### src/rtl/eisu_pkg.sv
package eisu_pkg;
  localparam int ADDR_W = 7;
  localparam int DATA_W = 16;

  localparam logic [ADDR_W-1:0] ADDR_RISE_EN = 7'h5E;
  localparam logic [ADDR_W-1:0] ADDR_FALL_EN = 7'h60;
  localparam logic [ADDR_W-1:0] ADDR_STS_CLR = 7'h62;

  localparam int SRC_CONV_DONE = 11;
  localparam int SRC_PANEL_TOUCH = 12;

  typedef enum logic [1:0] {
    SEL_NONE = 2'd0,
    SEL_RISE = 2'd1,
    SEL_FALL = 2'd2,
    SEL_STAT = 2'd3
  } reg_sel_e;

  function automatic reg_sel_e addr_decode(input logic [ADDR_W-1:0] a);
    case (a)
      ADDR_RISE_EN: return SEL_RISE;
      ADDR_FALL_EN: return SEL_FALL;
      ADDR_STS_CLR: return SEL_STAT;
      default:      return SEL_NONE;
    endcase
  endfunction
endpackage

### src/rtl/eisu_edge_det.sv
module eisu_edge_det #(
  parameter int NSRC = 16
) (
  input  logic            clk,
  input  logic            rst_n,
  input  logic [NSRC-1:0] evt_i,
  input  logic [NSRC-1:0] rise_en_i,
  input  logic [NSRC-1:0] fall_en_i,
  output logic [NSRC-1:0] set_o
);
  logic [NSRC-1:0] evt_q;
  logic [NSRC-1:0] rise_w;
  logic [NSRC-1:0] fall_w;

  function automatic logic [NSRC-1:0] edge_hits(input logic [NSRC-1:0] r,
                                                input logic [NSRC-1:0] f,
                                                input logic [NSRC-1:0] ren,
                                                input logic [NSRC-1:0] fen);
    return (r & ren) | (f & fen);
  endfunction

  always_ff @(posedge clk or negedge rst_n) begin
    if (!rst_n) evt_q <= '0;
    else        evt_q <= evt_i;
  end

  for (genvar i = 0; i < NSRC; i++) begin : g_lane
    assign rise_w[i] = evt_i[i] & ~evt_q[i];
    assign fall_w[i] = ~evt_i[i] & evt_q[i];
  end

  assign set_o = edge_hits(rise_w, fall_w, rise_en_i, fall_en_i);


  no_set_when_quiet_chk: assert property (@(posedge clk) disable iff (!rst_n)
    (evt_i == evt_q) |-> (set_o == '0));
endmodule

### src/rtl/eisu_regs.sv
module eisu_regs
  import eisu_pkg::*;
#(
  parameter int NSRC = 16
) (
  input  logic              clk,
  input  logic              rst_n,
  input  logic              wr_en,
  input  logic              rd_en,
  input  logic [ADDR_W-1:0] addr,
  input  logic [DATA_W-1:0] wdata,
  input  logic [NSRC-1:0]   status_i,
  output logic [NSRC-1:0]   rise_en_o,
  output logic [NSRC-1:0]   fall_en_o,
  output logic [NSRC-1:0]   clr_mask_o,
  output logic [DATA_W-1:0] rdata_o
);
  reg_sel_e          sel;
  logic [NSRC-1:0]   rise_q, fall_q, clr_q;
  logic [DATA_W-1:0] rd_mux;
  logic              clr_wr;

  assign sel    = addr_decode(addr);
  assign clr_wr = wr_en && (sel == SEL_STAT);

  always_ff @(posedge clk or negedge rst_n) begin
    if (!rst_n) begin
      rise_q <= '0;
      fall_q <= '0;
      clr_q  <= '0;
    end else if (wr_en) begin
      case (sel)
        SEL_RISE: rise_q <= wdata[NSRC-1:0];
        SEL_FALL: fall_q <= wdata[NSRC-1:0];
        SEL_STAT: clr_q  <= wdata[NSRC-1:0];
        default: ;
      endcase
    end
  end

  // a clear write acts on the clock it is written
  assign clr_mask_o = clr_wr ? wdata[NSRC-1:0] : clr_q;
  assign rise_en_o  = rise_q;
  assign fall_en_o  = fall_q;

  always_comb begin
    case (sel)
      SEL_RISE: rd_mux = DATA_W'(rise_q);
      SEL_FALL: rd_mux = DATA_W'(fall_q);
      SEL_STAT: rd_mux = DATA_W'(status_i);
      default:  rd_mux = '0;
    endcase
  end

  always_ff @(posedge clk or negedge rst_n) begin
    if (!rst_n)     rdata_o <= '0;
    else if (rd_en) rdata_o <= rd_mux;
  end


  rise_wr_take_chk: assert property (@(posedge clk) disable iff (!rst_n)
    (wr_en && addr == ADDR_RISE_EN) |=> (rise_en_o == $past(wdata[NSRC-1:0])));

  rdata_hold_chk: assert property (@(posedge clk) disable iff (!rst_n)
    !rd_en |=> $stable(rdata_o));
endmodule

### src/rtl/eisu_status.sv
module eisu_status #(
  parameter int NSRC = 16
) (
  input  logic            clk,
  input  logic            rst_n,
  input  logic [NSRC-1:0] set_i,
  input  logic [NSRC-1:0] clr_i,
  output logic [NSRC-1:0] status_o,
  output logic            irq_o
);
  logic [NSRC-1:0] status_q;

  function automatic logic [NSRC-1:0] next_status(input logic [NSRC-1:0] cur,
                                                  input logic [NSRC-1:0] set,
                                                  input logic [NSRC-1:0] clr);
    return (cur | set) & ~clr;
  endfunction

  always_ff @(posedge clk or negedge rst_n) begin
    if (!rst_n) begin
      status_q <= '0;
      irq_o    <= 1'b0;
    end else begin
      status_q <= next_status(status_q, set_i, clr_i);
      irq_o    <= |status_q;
    end
  end

  assign status_o = status_q;


  irq_follow_chk: assert property (@(posedge clk) disable iff (!rst_n)
    1'b1 |=> (irq_o == $past(|status_q)));

  clr_hold_chk: assert property (@(posedge clk) disable iff (!rst_n)
    1'b1 |=> ((status_q & $past(clr_i)) == '0));

  sticky_chk: assert property (@(posedge clk) disable iff (!rst_n)
    1'b1 |=> (($past(status_q) & ~status_q & ~$past(clr_i)) == '0));

  set_source_chk: assert property (@(posedge clk) disable iff (!rst_n)
    1'b1 |=> ((status_q & ~$past(status_q) & ~$past(set_i)) == '0));
endmodule

### src/rtl/edge_irq_unit.sv
module edge_irq_unit
  import eisu_pkg::*;
#(
  parameter int NSRC = 16
) (
  input  logic              clk,
  input  logic              rst_n,
  input  logic [NSRC-1:0]   evt_i,
  input  logic              bus_wr_i,
  input  logic              bus_rd_i,
  input  logic [ADDR_W-1:0] bus_addr_i,
  input  logic [DATA_W-1:0] bus_wdata_i,
  output logic [DATA_W-1:0] bus_rdata_o,
  output logic              irq_o
);
  logic [NSRC-1:0] rise_en_w, fall_en_w, clr_mask_w, set_w, status_w;

  eisu_regs #(.NSRC(NSRC)) u_regs (
    .clk(clk), .rst_n(rst_n),
    .wr_en(bus_wr_i), .rd_en(bus_rd_i), .addr(bus_addr_i), .wdata(bus_wdata_i),
    .status_i(status_w),
    .rise_en_o(rise_en_w), .fall_en_o(fall_en_w), .clr_mask_o(clr_mask_w),
    .rdata_o(bus_rdata_o)
  );

  eisu_edge_det #(.NSRC(NSRC)) u_edge (
    .clk(clk), .rst_n(rst_n), .evt_i(evt_i),
    .rise_en_i(rise_en_w), .fall_en_i(fall_en_w), .set_o(set_w)
  );

  eisu_status #(.NSRC(NSRC)) u_status (
    .clk(clk), .rst_n(rst_n), .set_i(set_w), .clr_i(clr_mask_w),
    .status_o(status_w), .irq_o(irq_o)
  );


  reset_quiet_chk: assert property (@(posedge clk) disable iff (!rst_n)
    $rose(rst_n) |-> (!irq_o && bus_rdata_o == '0));
endmodule

### config.mk
export PLATFORM = sky130hd
export DESIGN_NAME = edge_irq_unit
export DESIGN_NICKNAME = d
export VERILOG_FILES = /design/src/rtl/eisu_pkg.sv /design/src/rtl/eisu_edge_det.sv /design/src/rtl/eisu_regs.sv /design/src/rtl/eisu_status.sv /design/src/rtl/edge_irq_unit.sv
export SDC_FILE = /design/constraint.sdc
export NUM_CORES = 1
export LEC_CHECK = 0
export ABC_AREA = 1
export CORE_ASPECT_RATIO = 0.7
export CORE_MARGIN = 5
export CORE_UTILIZATION = 50
export CTS_CLUSTER_SIZE = 10
export DETAILED_ROUTE_END_ITERATION = 8
export PLACE_DENSITY = 0.8
export SLEW_MARGIN = 10
export SYNTH_ARGS = -nofsm -noshare
export SYNTH_HDL_FRONTEND = slang
export SYNTH_SLANG_ARGS = --single-unit
### constraint.sdc
create_clock -name clk -period 1.7 [get_ports clk]
set_input_delay 0.34 -clock clk [delete_from_list [all_inputs] [get_ports clk]]
set_output_delay 0.34 -clock clk [all_outputs]
set_load 0.05 [all_outputs]
Word level (Yosys, flattened, before mapping)
Index checks and enable logic that the tools add are counted.

Bits in registers: 97. Latch bits: 0. RAM bits: 0. Bits in read-only memories: 0. Input port bits: 43. Output and inout bits: 17. Logic and storage cells: 91. Memories: 0.

Add/sub/neg operators: 0. $mul: 0. Div/mod/pow operators: 0. $lt $le $gt $ge: 0. Equality and inequality tests: 6. Shift-type cells: 0. Muxes and demuxes: 3. Bitwise operators: 70. Reductions and logical operators: 5.

Operators by type and width (number): 16-bit AND (3); 16-bit case mux with 3 select lines (1); 1-bit AND (32); 1-bit NOT (32); 16-bit bitwise OR (2); 7-bit equality test, second input constant (3); 16-bit two-way mux (1); 16-bit NOT (1); 16-bit OR reduction (1); 2-bit case mux with 3 select lines (1); 2-bit AND reduction (3); 2-bit equality test, second input constant (2); 2-bit by 1-bit equality test with 1-bit output, second input constant (1); 1-bit logical AND (1).

Logic depth before layout (Yosys ltp)
Word-level depth: 7. Mapped depth: 8. Mapped depth without buffers: 7.

Cells and area by module
A second synthesis with hierarchy kept.

Cells, all modules: 488. Area, all modules: 4204.0 um2.

By module, submodules not included: eisu_regs (times used 1, cells an instance 328, area each 2861.5 um2, sequential area each 1601.5 um2); eisu_edge_det (times used 1, cells an instance 96, area each 740.7 um2, sequential area each 400.4 um2); eisu_status (times used 1, cells an instance 64, area each 601.8 um2, sequential area each 425.4 um2).

Worst setup path before layout
No wires, ideal clock.

Path type: input port to flip-flop. Start point: in bus_addr_i[0]. End point: reg u_status.status_q[11], in the netlist u_status.status_o[11]. Library setup time: 0.125 ns. Arrival: 1.116 ns. Required time: 1.575 ns. Slack: 0.459 ns. Stages on the path: 7. Path buffers: 1. Cell sequence: inv_1 nand2_2 nor2_4 nand3_4 buf_6 o21ai_2 nor2_2.

Word-level cells in the longest chain between the ends: 7. Elaborated cells on any way between the ends: 9. Those cells by class: eq/ne (4); mux (2); bitwise (2); reduce/logical (1).

Ends and longest elaborated chain: start: declaration (line edge_irq_unit.sv:11) `input logic [ADDR_W-1:0] bus_addr_i,`; 7-bit equality test (line eisu_pkg.sv:20) `case (a)`; 2-bit case mux with 3 select lines * (line eisu_pkg.sv:20); 2-bit equality test * (line eisu_regs.sv:24) `assign clr_wr = wr_en && (sel == SEL_STAT);`; 1-bit logical AND * (line eisu_regs.sv:24); 16-bit two-way mux * (line eisu_regs.sv:42) `assign clr_mask_o = clr_wr ? wdata[NSRC-1:0] : clr_q;`; 16-bit NOT * (line eisu_status.sv:16) `return (cur | set) & ~clr;`; 16-bit AND * (line eisu_status.sv:16); end signal: assignment (line eisu_status.sv:24) `status_q <= next_status(status_q, set_i, clr_i);`; end: declaration (line eisu_status.sv:11) `logic [NSRC-1:0] status_q;`.

Every way passes the cells marked *; elsewhere a longest branch is shown, timed or not. A chain may end at the register's enable or synchronous reset.

Worst setup path after layout
Start point: in bus_addr_i[1]. End point: reg u_status.status_q[11], in the netlist u_status.status_o[11].

The elaborated chain is that of the path after synthesis.

==> impl_metrics.py <==
metrics = {
    "status": {
        "status": "finished, violations left",
        "violations": "negative hold slack",
    },
    "synthesis": {
        "synthArstFlopShare_pct": 100.0,
        "syn_avg_cell_area_sq_um": 9.473,
        "syn_area_sq_um": 4395,
        "ys_ff_latch": 97,
        "yosys_most_used_dff": "dfrtp_1",
        "synth_top_area_share_pct": 55.22,
        "synth_cell_type_count": 23,
        "synthTopCellsByArea": "dfrtp_1, nand2_1, nand3_1",
        "synth-edff-count": 0,
        "seq_area_frac_synth_pct": 55.22,
        "yosysTopAreaCell": "dfrtp_1",
        "synth_fp_nets": 507,
        "synthCells": 464,
        "yosysWarnings": 0,
    },
    "power_and_ir_drop": {
        "vdd_drop_max_mv": 0.7131,
        "total_power_uw": 5575,
        "p_leak_uw": 0.002540,
        "power_density_nw_per_um2": 1015,
    },
    "floorplanning": {
        "core.rowCount": 28,
        "die_h_microns": 88.45,
        "die_w_microns": 122.1,
        "initial_utilization_pct": 51.63,
        "io_pins": 60,
        "fp.coreArea_sq_um": 8513,
        "dieArea_sq_um": 10800,
    },
    "cells_and_area": {
        "layout_common_cells": "nand2_1, dfrtp_1, nand3_1",
        "fin_nets": 580,
        "final_common_cell": "nand2_1",
        "syn_to_final_growth_pct": 25.02,
        "drive_above_1_share_pct": 23.80,
        "design_area_sq_um": 5495,
        "antenna_cells": 0,
        "fill_cells": 708,
    },
    "drt": {
        "drt-vias-per-instance": 5.307,
        "vias": 3513,
        "drc": 0,
        "wl_mm": 10.23,
        "wl_per_cell_microns": 15.45,
        "drtIter0Drc": 266,
        "antenna_left": 0,
        "firstDrtPassIters": 5,
    },
    "setup_path": {
        "cp-startpoint": "bus_addr_i[1]",
        "timing.reg2reg.setup_slack_ns": 0.48,
        "r2r_cells": 4,
        "cp.required_ns": 1.93,
        "r2r-start": "u_status.status_o[2]",
        "crit_arrival_ns": 1.69,
        "critical_path.max_fanout": 24,
        "crit_type": "in2reg",
        "start_kind": "input pin",
        "crit_path_end_kind": "flip-flop",
        "r2r_end": "u_status.irq_o",
    },
    "flow_run": {
        "cap_violations": 0,
    },
    "placement": {
        "dpl_cell_area_sq_um": 5179,
        "place.gp.congestion": 0.8091,
        "portBuffers": 59,
        "dp_hpwl_mm": 7.305,
        "dp_slack_ns": -0.09721,
    },
    "sta": {
        "worstMarginPinSlew_ns": 0.6217,
        "slew-limit-headroom_pct": 58.50,
        "setup_viol": 0,
        "min_period_over_period_pct": 85.94,
        "maxSlewViolCount": 0,
        "rsz0062_at_grt": "no",
        "period_needed_ns": 1.461,
        "fin_hold_ws_ns": -0.001828,
        "fmax_ghz": 0.6844,
        "skew_ns": 0.007638,
        "hold_violations": 1,
        "final.setup.worst_slack_ns": 0.2389,
    },
    "global_route": {
        "grt_pass1_wl_mm": 17.54,
        "antenna_found_initial": 0,
        "grt_pass1_vias": 3535,
        "grtUsageTotal_pct": 21.33,
        "grt_max_degree": 98,
        "gr-total-overflow": 0,
    },
    "clock_tree": {
        "cts_root_buf": "clkbuf_16",
        "ctsResizeCount": 0,
        "cts_hold_buf": 0,
        "clkSinkCount": 97,
        "cts_tree": "done",
        "clkSlewWorstSetupHoldPaths_ns": 0.06,
        "post_cts.repair.setup_buffers": 0,
        "h-tree-depth": 3,
        "clock_latency_ns": 0.35,
        "numCtsBuffers": 9,
        "cts_buffer_depth": 2,
    },
    "min_path": {
        "hp-class": "in2async",
    },
}
[cell families after synthesis]
group	synth area share, %
AND/OR/NAND/NOR	27.70
AO/OA/AOI/OAI	10.36
buffers and inverters	6.718
flip-flops	55.22
[cells in the mapped netlist (4+ instances only)]
library cell and count:
buf_2 8, inv_1 36, dfrtp_1 97, o21ai_1 20, buf_6 10, nor2_1 33, a211oi_1 14, nand2_2 19
nor2_2 18, nand4_1 17, nand2_1 100, nand3_1 48, nor2_4 4, o21ai_2 27
[metrics by stage]
stage | cells | util (%) | hold WS (ns) | setup TNS (ns)
global route | 662 | 64.55 | 0.06538 | 0
detailed placement | 646 | 60.83 | 0.4335 | -2.887
floorplan | 464 | - | 0.04441 | 0
global placement | 646 | 60.83 | 0.4347 | -0.6001
CTS | 662 | 64.55 | 0.06248 | 0
finish | 662 | 64.55 | -0.001828 | 0
[where the power goes]
| group | leakage, uW | switching, uW | internal (uW) |
|---|---|---|---|
| sequential | 0.00118 | 208 | 2560 |
| clock | 0.000151 | 852 | 1260 |
| combinational | 0.00121 | 382 | 318 |
[layout make-up]
class	instances	area [sq um]	share of cell area (%)
Timing Repair Buffer	82	793.3	14.44
Multi-Input combinational cell	311	1673	30.44
Clock inverter	4	50.05	0.9107
Sequential cell	97	2427	44.17
Tap cell	120	150.1	2.732
Clock buffer	12	266.5	4.850
Inverter	36	135.1	2.459
[worst max-delay path by stage]
stage | endpoint | slack (ns) | cells after the start
after floorplan | u_status.status_o[11] | 0.46 | 7
final | u_status.status_o[11] | 0.24 | 7
after CTS | u_status.status_o[11] | 0.26 | 7
after detailed placement | u_status.status_o[11] | -0.1 | 7
after global placement | u_regs.rdata_o[6] | -0.05 | 8
after global routing | u_status.status_o[11] | 0.20 | 7
[registers in the layout, summed over array words and instances, names as in the netlist]
register           cells
u_regs.clr_q          16
u_regs.rdata_o        16
u_status.status_o     16
u_edge.evt_q          16
u_regs.rise_en_o      16
u_status.irq_o         1
u_regs.fall_en_o      16
[metal layers]
| metal | share of wire, % | global-route usage [%] | up-vias |
|---|---|---|---|
| met2 | 48 | 34.37 | 86 |
| met1 | 45 | 28.20 | 1733 |
| met4 | 0.79 | 4.878 | 0 |
| met3 | 6.4 | 7.540 | 7 |
| li1 | - | - | 1687 |
| met5 | 0 | 0 | - |
[worst max-delay path, stage by stage]
cell and delay, ns:
clkdlybuf4s50_1 0.52, nand2_2 0.11, nor2_4 0.16, nand3_4 0.09, buf_12 0.18, o21ai_2 0.22, nor2_2 0.04
Note: power is estimated with default switching activity, not from simulation.
